**config.mk**
```make
export PLATFORM = sky130hd
export DESIGN_NAME = sysreset_ctrl
export DESIGN_NICKNAME = d
export VERILOG_FILES = /design/src/rtl/sysreset_pkg.sv /design/src/rtl/sysreset_sync.sv /design/src/rtl/sysreset_hold.sv /design/src/rtl/sysreset_ctrl.sv
export SDC_FILE = /design/constraint.sdc
export NUM_CORES = 1
export LEC_CHECK = 0
export BUFFER_PORTS_ARGS = -buffer_cell sky130_fd_sc_hd__buf_2
export CAP_MARGIN = 20
export CORE_ASPECT_RATIO = 0.8
export CORE_UTILIZATION = 55
export CTS_CLUSTER_DIAMETER = 30
export CTS_CLUSTER_SIZE = 8
export DETAILED_ROUTE_END_ITERATION = 6
export PLACE_DENSITY = 0.72
export SYNTH_ARGS = -nofsm -noshare
export SYNTH_HDL_FRONTEND = slang
export SYNTH_SLANG_ARGS = --single-unit
```
**constraint.sdc**
```tcl
create_clock -name clk_i -period 7.5 [get_ports clk_i]
set_clock_uncertainty 0.05 [all_clocks]
set_input_delay 0.375 -clock clk_i [delete_from_list [all_inputs] [get_ports clk_i]]
set_output_delay 0.375 -clock clk_i [all_outputs]
set_load 0.005 [all_outputs]
```
**src/rtl/sysreset_pkg.sv**
```systemverilog
package sysreset_pkg;
   // Bits needed to hold the values 0..n
   function automatic int unsigned cnt_width(input int unsigned n);
      return (n < 2) ? 1 : $clog2(n + 1);
   endfunction
endpackage

```
**src/rtl/sysreset_sync.sv**
```systemverilog
module sysreset_sync #(
   parameter int unsigned     WIDTH  = 2,
   parameter int unsigned     STAGES = 2,
   parameter logic [WIDTH-1:0] INIT  = '0
) (
   input  logic             clk_i,
   input  logic [WIDTH-1:0] async_i,
   output logic [WIDTH-1:0] sync_o
);
   generate
      if (STAGES < 2) begin : g_bad_depth
         $error("sysreset_sync: STAGES must be at least 2");
      end
      if (WIDTH < 1) begin : g_bad_width
         $error("sysreset_sync: WIDTH must be at least 1");
      end
   endgenerate

   // Stage 0 is the capture flop; the top stage feeds the logic.
   logic [STAGES-1:0][WIDTH-1:0] stage_q = {STAGES{INIT}};

   always_ff @(posedge clk_i) begin
      stage_q <= {stage_q[STAGES-2:0], async_i};
   end

   assign sync_o = stage_q[STAGES-1];
endmodule

```
**src/rtl/sysreset_hold.sv**
```systemverilog
module sysreset_hold #(
   parameter int unsigned PULSE_CYCLES = 600000,
   parameter int unsigned CW           = sysreset_pkg::cnt_width(PULSE_CYCLES)
) (
   input  logic          clk_i,
   input  logic          trig_i,
   output logic [CW-1:0] cnt_o,
   output logic          rst_n_o
);
   localparam logic [CW-1:0] FULL = CW'(PULSE_CYCLES);
   localparam logic [CW-1:0] ONE  = CW'(1);

   generate
      if (PULSE_CYCLES < 2) begin : g_bad_pulse
         $error("sysreset_hold: PULSE_CYCLES must be at least 2");
      end
      if (CW < sysreset_pkg::cnt_width(PULSE_CYCLES)) begin : g_bad_cw
         $error("sysreset_hold: CW too narrow for PULSE_CYCLES");
      end
   endgenerate

   // Full count at configuration: reset is asserted from time zero.
   logic [CW-1:0] cnt_q   = FULL;
   logic          rst_n_q = 1'b0;
   logic [CW-1:0] cnt_d;

   always_comb begin
      if (trig_i)
         cnt_d = FULL;
      else if (cnt_q != '0)
         cnt_d = cnt_q - ONE;
      else
         cnt_d = cnt_q;
   end

   always_ff @(posedge clk_i) begin
      cnt_q   <= cnt_d;
      rst_n_q <= (cnt_d == '0);
   end

   assign cnt_o   = cnt_q;
   assign rst_n_o = rst_n_q;
endmodule

```
**src/rtl/sysreset_ctrl.sv**
```systemverilog
module sysreset_ctrl #(
   parameter int unsigned CLK_HZ       = 4_000_000,
   parameter int unsigned PULSE_MS     = 150,
   parameter int unsigned PULSE_CYCLES = (CLK_HZ / 1000) * PULSE_MS,
   parameter int unsigned SYNC_STAGES  = 2
) (
   input  logic clk_i,
   input  logic btn_n_i,
   input  logic brownout_i,
   output logic rst_n_o
);
   localparam int unsigned CNT_W = sysreset_pkg::cnt_width(PULSE_CYCLES);
   // Bit 0: button (idle 1), bit 1: undervoltage flag (idle 0)
   localparam logic [1:0] SYNC_INIT = 2'b01;

   generate
      if (CLK_HZ < 1000) begin : g_bad_clk
         $error("sysreset_ctrl: CLK_HZ must be at least 1000");
      end
   endgenerate

   logic [1:0]       src_sync;
   logic             trig;
   logic [CNT_W-1:0] hold_cnt;

   sysreset_sync #(
      .WIDTH (2),
      .STAGES(SYNC_STAGES),
      .INIT  (SYNC_INIT)
   ) sync_i (
      .clk_i  (clk_i),
      .async_i({brownout_i, btn_n_i}),
      .sync_o (src_sync)
   );

   assign trig = src_sync[1] | ~src_sync[0];

   sysreset_hold #(
      .PULSE_CYCLES(PULSE_CYCLES),
      .CW          (CNT_W)
   ) hold_i (
      .clk_i  (clk_i),
      .trig_i (trig),
      .cnt_o  (hold_cnt),
      .rst_n_o(rst_n_o)
   );
endmodule

```
Word-level counts from Yosys, hierarchy flattened

Cells that the tools add are included.

Input port bits: 3
Flip-flop bits (word level): 25
Output and inout port bits: 1

Reductions and logical operators: 2
Bitwise operators: 2
Multiplexer cells: 2
Add/sub/neg operators: 1

Operator list:

| kind                  | count |
|---|---|
| $mux 20               | 2 |
| $logic_not 20->1      | 1 |
| $reduce_bool 20->1    | 1 |
| $sub 20x1->20 const B | 1 |
| $not 1->1             | 1 |
| $or 1x1->1            | 1 |

Depth between registers and ports, before layout

Depth after elaboration: 4
Depth in mapped cells: 10

By module

A second synthesis with hierarchy kept.

Cells, all modules: 142
Area, all modules: 1,300.0 µm²

By module, submodules not included:

| module        | cells an instance | area an instance (µm²) | times used |
|---|---|---|---|
| sysreset_hold | 135               | 1,198.6                | 1 |
| sysreset_sync | 6                 | 95.1                   | 1 |
| sysreset_ctrl | 1                 | 6.3                    | 1 |

Least setup slack after synthesis

OpenSTA, ideal clock, no wires.

Path kind: register to register
Start point: reg hold_i.cnt_q[0] (netlist: hold_i.cnt_o[0])
End point: reg hold_i.rst_n_q (netlist: hold_i.rst_n_o)
Setup time: 88 ps
Slack: 4,764 ps
Arrival: 2,598 ps
Cell stages (with the launch flop): 11
Cell sequence: dfxtp_1 -> inv_1 -> ha_1 -> or4b_1 -> buf_2 -> nor4_4 -> nand2_1 -> a31oi_1 -> o2111ai_1 -> or4_1 -> nor4_2

Cells in the longest elaborated chain, start to end: 4

Ends and longest elaborated chain:

| item                                                | RTL line                                 | source |
|---|---|---|
| start, declared                                     | sysreset_hold.sv:23                      | `logic [CW-1:0] cnt_q = FULL;` |
| start signal, assigned                              | sysreset_hold.sv:37                      | `cnt_q <= cnt_d;` |
| $sub 20x1->20 or $reduce_bool 20->1 (tied branches) | sysreset_hold.sv:31, sysreset_hold.sv:30 |  |
| $mux 20 (*)                                         | sysreset_hold.sv:30                      | `else if (cnt_q != '0)` |
| $mux 20 (*)                                         | sysreset_hold.sv:28                      | `if (trig_i)` |
| $logic_not 20->1 (*)                                | sysreset_hold.sv:38                      | `rst_n_q <= (cnt_d == '0);` |
| end signal, assigned                                | sysreset_hold.sv:38                      |  |
| end, declared                                       | sysreset_hold.sv:24                      | `logic rst_n_q = 1'b0;` |

Mark *: on every way between the ends. The rest lies on a longest branch, timed or not.

Worst setup path in the final report

Ends and elaborated chain as after synthesis.

==> flow_summary.toml <==
[placed_design]
portBuffers = 3
pre_cts_ws_ps = 4430
hpwl_mm = 1.76
gp_congestion = 0.814

[critical_path]
cp_max_fo = 10
rrSetupSlack_ps = 4350
cp_slowest_cell = "or4b_1"
cpPeakStageDelay_ps = 560
path_class = "reg -> reg"
critPathLaunch = "hold_i.cnt_o[0]"
reg2reg_from = "hold_i.cnt_o[0]"
end_kind = "register"
reg2reg_to = "hold_i.rst_n_o"
r2r_cells = 9
path_buf_inv = 1
cp_num_cells = 9
cp_top_family = "simple AND/OR/NAND/NOR gates"
endpoint = "hold_i.rst_n_o"
cp-start-kind = "register"
arrival_ps = 3350
cp_cell_sequence = "inv_1 > ha_1 > or4b_1 > nor4_4 > nand2_1 > a31oi_1 > o2111ai_1 > or4_1 > nor4_2"
required_ps = 7700

[routing]
antenna_left = 0
routed-via-count = 971
wirelength_mm = 2.36
vias_per_cell = 6.03
wl_per_cell_um = 14.7
drtIter0Drc = 31
firstDrtPassIters = 4
route.detailed.drc = 0

[synthesis]
seq_area_frac_synth = 0.426
yosys_warnings = 0
synth_cells = 135
synth_cell_types = 34
synth_area_um2 = 1180
synth_fp_nets = 140
syn_area_per_cell_um2 = 8.71
yosys_register_bits = 25

[timing]
rsz0062_at_grt = "false"
maxSlewHeadroom = 0.360
setup_tns_ps = 0
worst_pin_slew_ps = 951
drv_slew = 0
setup_slack_ps = 4350
finalSetupViolCount = 0
fmax_mhz = 317
finalCriticalPeriod_ps = 3150
finalHoldViolations = 0
fin_crit_sh = 0.420

[pwr]
p_comb_frac = 0.094
internal_power_mw = 0.165
p_per_area_nw_per_um2 = 180
p_sw_frac = 0.255
p_switching_mw = 0.0565
ir_drop_uv = 115
clockPowerShare = 0.267
p_leak_nw = 0.406
seqPwrFrac = 0.639

[clock_network]
htreeDepth = 1
cts.clk_slew.worst_paths_ps = 130
cts_setup_buffers = 0
cts_hold_buffers = 0
clock_sinks = 25
cts_buffer_depth = 2
cts_tree = "built"
ctsResizeCount = 0
insertion_delay_ps = 320
cts_root_buf = "clkbuf_4"
numCtsBuffers = 3

[flow_run]
maxCapViolations = 0

[floorplan]
die_h_um = 43.4
core-area_um2 = 1940
start_util = 0.605
num_rows = 14
die_w_um = 53.7
io_pins = 4
die-area_um2 = 2330

[final_layout]
n_antenna_cell = 0
areaGrowthSynthToFinish_pct = 4.36
post-route-util = 0.631
seqCellArea_um2 = 500
multi_input_area_um2 = 647
fillers = 177
drive_gt1_frac = 0.102
final_nets = 143

[grt]
grt_max_degree = 15
grt_pass1_vias = 910
antenna_found_initial = 0
grt_use_total = 0.246
grt_pass1_wl_mm = 4.10
overflow = 0

[worst_hold_path]
hold_path_class = "in -> reg"

[run_status]
status = "finished, final reports clean"
## worst min-delay path by stage
| stage | slack, ps | from | endpoint | cells after the start |
|---|---|---|---|---|
| final | 100 | brownout_i | sync_i.stage_q[1] | 1 |
| after global routing | 70 | btn_n_i | sync_i.stage_q[0] | 1 |
| after CTS | 80 | brownout_i | sync_i.stage_q[1] | 1 |
| after detailed placement | 270 | sync_i.stage_q[1] | sync_i.sync_o[1] | 0 |
| after global placement | 260 | sync_i.stage_q[1] | sync_i.sync_o[1] | 0 |
| after floorplan | 260 | sync_i.stage_q[0] | sync_i.sync_o[0] | 0 |
## power groups by stage
stage / sequential (mW) / combinational [mW] / clock (mW)
floorplan: 0.142 / 0.0165 / 0
global placement: 0.144 / 0.0200 / 0
detailed placement: 0.144 / 0.0204 / 0
CTS: 0.141 / 0.0205 / 0.0623
global route: 0.142 / 0.0229 / 0.0677
finish: 0.141 / 0.0207 / 0.0590
## cells by family after synthesis
logic type      share of synthesized area
fa+ha+maj                          0.0213
flops                               0.426
simple gates                        0.309
buf+inv                            0.0245
xor+xnor                           0.0894
compound gates                      0.114
mux                                0.0170
## cell type report
cell class,instances,share of cell area
multi-input combinational,103,0.527
sequential,25,0.408
tap,24,0.0245
clock buffer,3,0.0183
timing repair buffer,3,0.0122
inverter,2,0.00612
clock inverter,1,0.00408
## stage by stage
| stage | power [mW] | cell area, µm² | instances | hold slack, ps |
|---|---|---|---|---|
| after floorplan | 0.159 | 1180 | 135 | 260 |
| after global placement | 0.164 | 1200 | 157 | 261 |
| after global routing | 0.233 | 1230 | 161 | 70.4 |
| after detailed placement | 0.165 | 1200 | 157 | 265 |
| after CTS | 0.224 | 1230 | 161 | 84.3 |
| final | 0.221 | 1230 | 161 | 96.0 |
## cell usage after synthesis
| master | count | area (µm²) |
|---|---|---|
| a21oi_1 | 4 | 20.0 |
| o2111ai_1 | 1 | 8.76 |
| nand2b_1 | 2 | 12.5 |
| a211oi_1 | 3 | 22.5 |
| a31oi_1 | 1 | 6.26 |
| o21ai_0 | 3 | 15.0 |
| a41o_2 | 1 | 11.3 |
| and2_1 | 1 | 6.26 |
| ha_1 | 2 | 25.0 |
| or2_2 | 2 | 12.5 |
| or3_2 | 1 | 7.51 |
| nand2_1 | 14 | 52.6 |
| nor4_4 | 1 | 21.3 |
| a221oi_1 | 1 | 8.76 |
| or3_1 | 3 | 18.8 |
| o41ai_1 | 2 | 17.5 |
| o31ai_1 | 2 | 15.0 |
| nor2b_1 | 1 | 6.26 |
| nor2_1 | 19 | 71.3 |
| nor4_1 | 7 | 43.8 |
| or4b_1 | 2 | 20.0 |
| or4_1 | 1 | 7.51 |
| buf_2 | 2 | 10.0 |
| nor3_1 | 8 | 40.0 |
| nand4_1 | 1 | 6.26 |
| xnor2_1 | 12 | 105 |
| a41oi_1 | 1 | 8.76 |
| dfxtp_1 | 25 | 500 |
| mux2i_1 | 2 | 20.0 |
| clkbuf_1 | 3 | 11.3 |
| nand3_1 | 3 | 15.0 |
| inv_1 | 2 | 7.51 |
| and2_4 | 1 | 8.76 |
| nor4_2 | 1 | 12.5 |
## layer usage
layer,up-vias,share of wire,GRT usage
met5,-,0,0
met4,0,0.0047,0.0474
met3,2,0.063,0.0772
met2,31,0.44,0.368
met1,446,0.50,0.350
li1,492,-,-
## registers in the layout (all words and copies together), names as in the netlist
signal	cells
sync_i.sync_o	2
sync_i.stage_q	2
hold_i.cnt_o	20
hold_i.rst_n_o	1
## worst register-to-register path, delay by kind of cell (launching register included)
family                     cells  cell delay, ps
adders and majority gates      1             150
buffers and inverters          1             120
AOI/OAI and AO/OA              2             330
and+or+nand+nor                5            2040
DFF                            1             380
## placed cells by master, fill, tap and decap left out, drive strengths merged, types with 4 or more instances in the layout
cell,netlist,layout
nor4,9,9
a21oi,4,4
or3,4,4
nor3,8,8
nor2,19,19
xnor2,12,12
nand2,14,14
dfxtp,25,25
(Power assumes the default switching activity.)
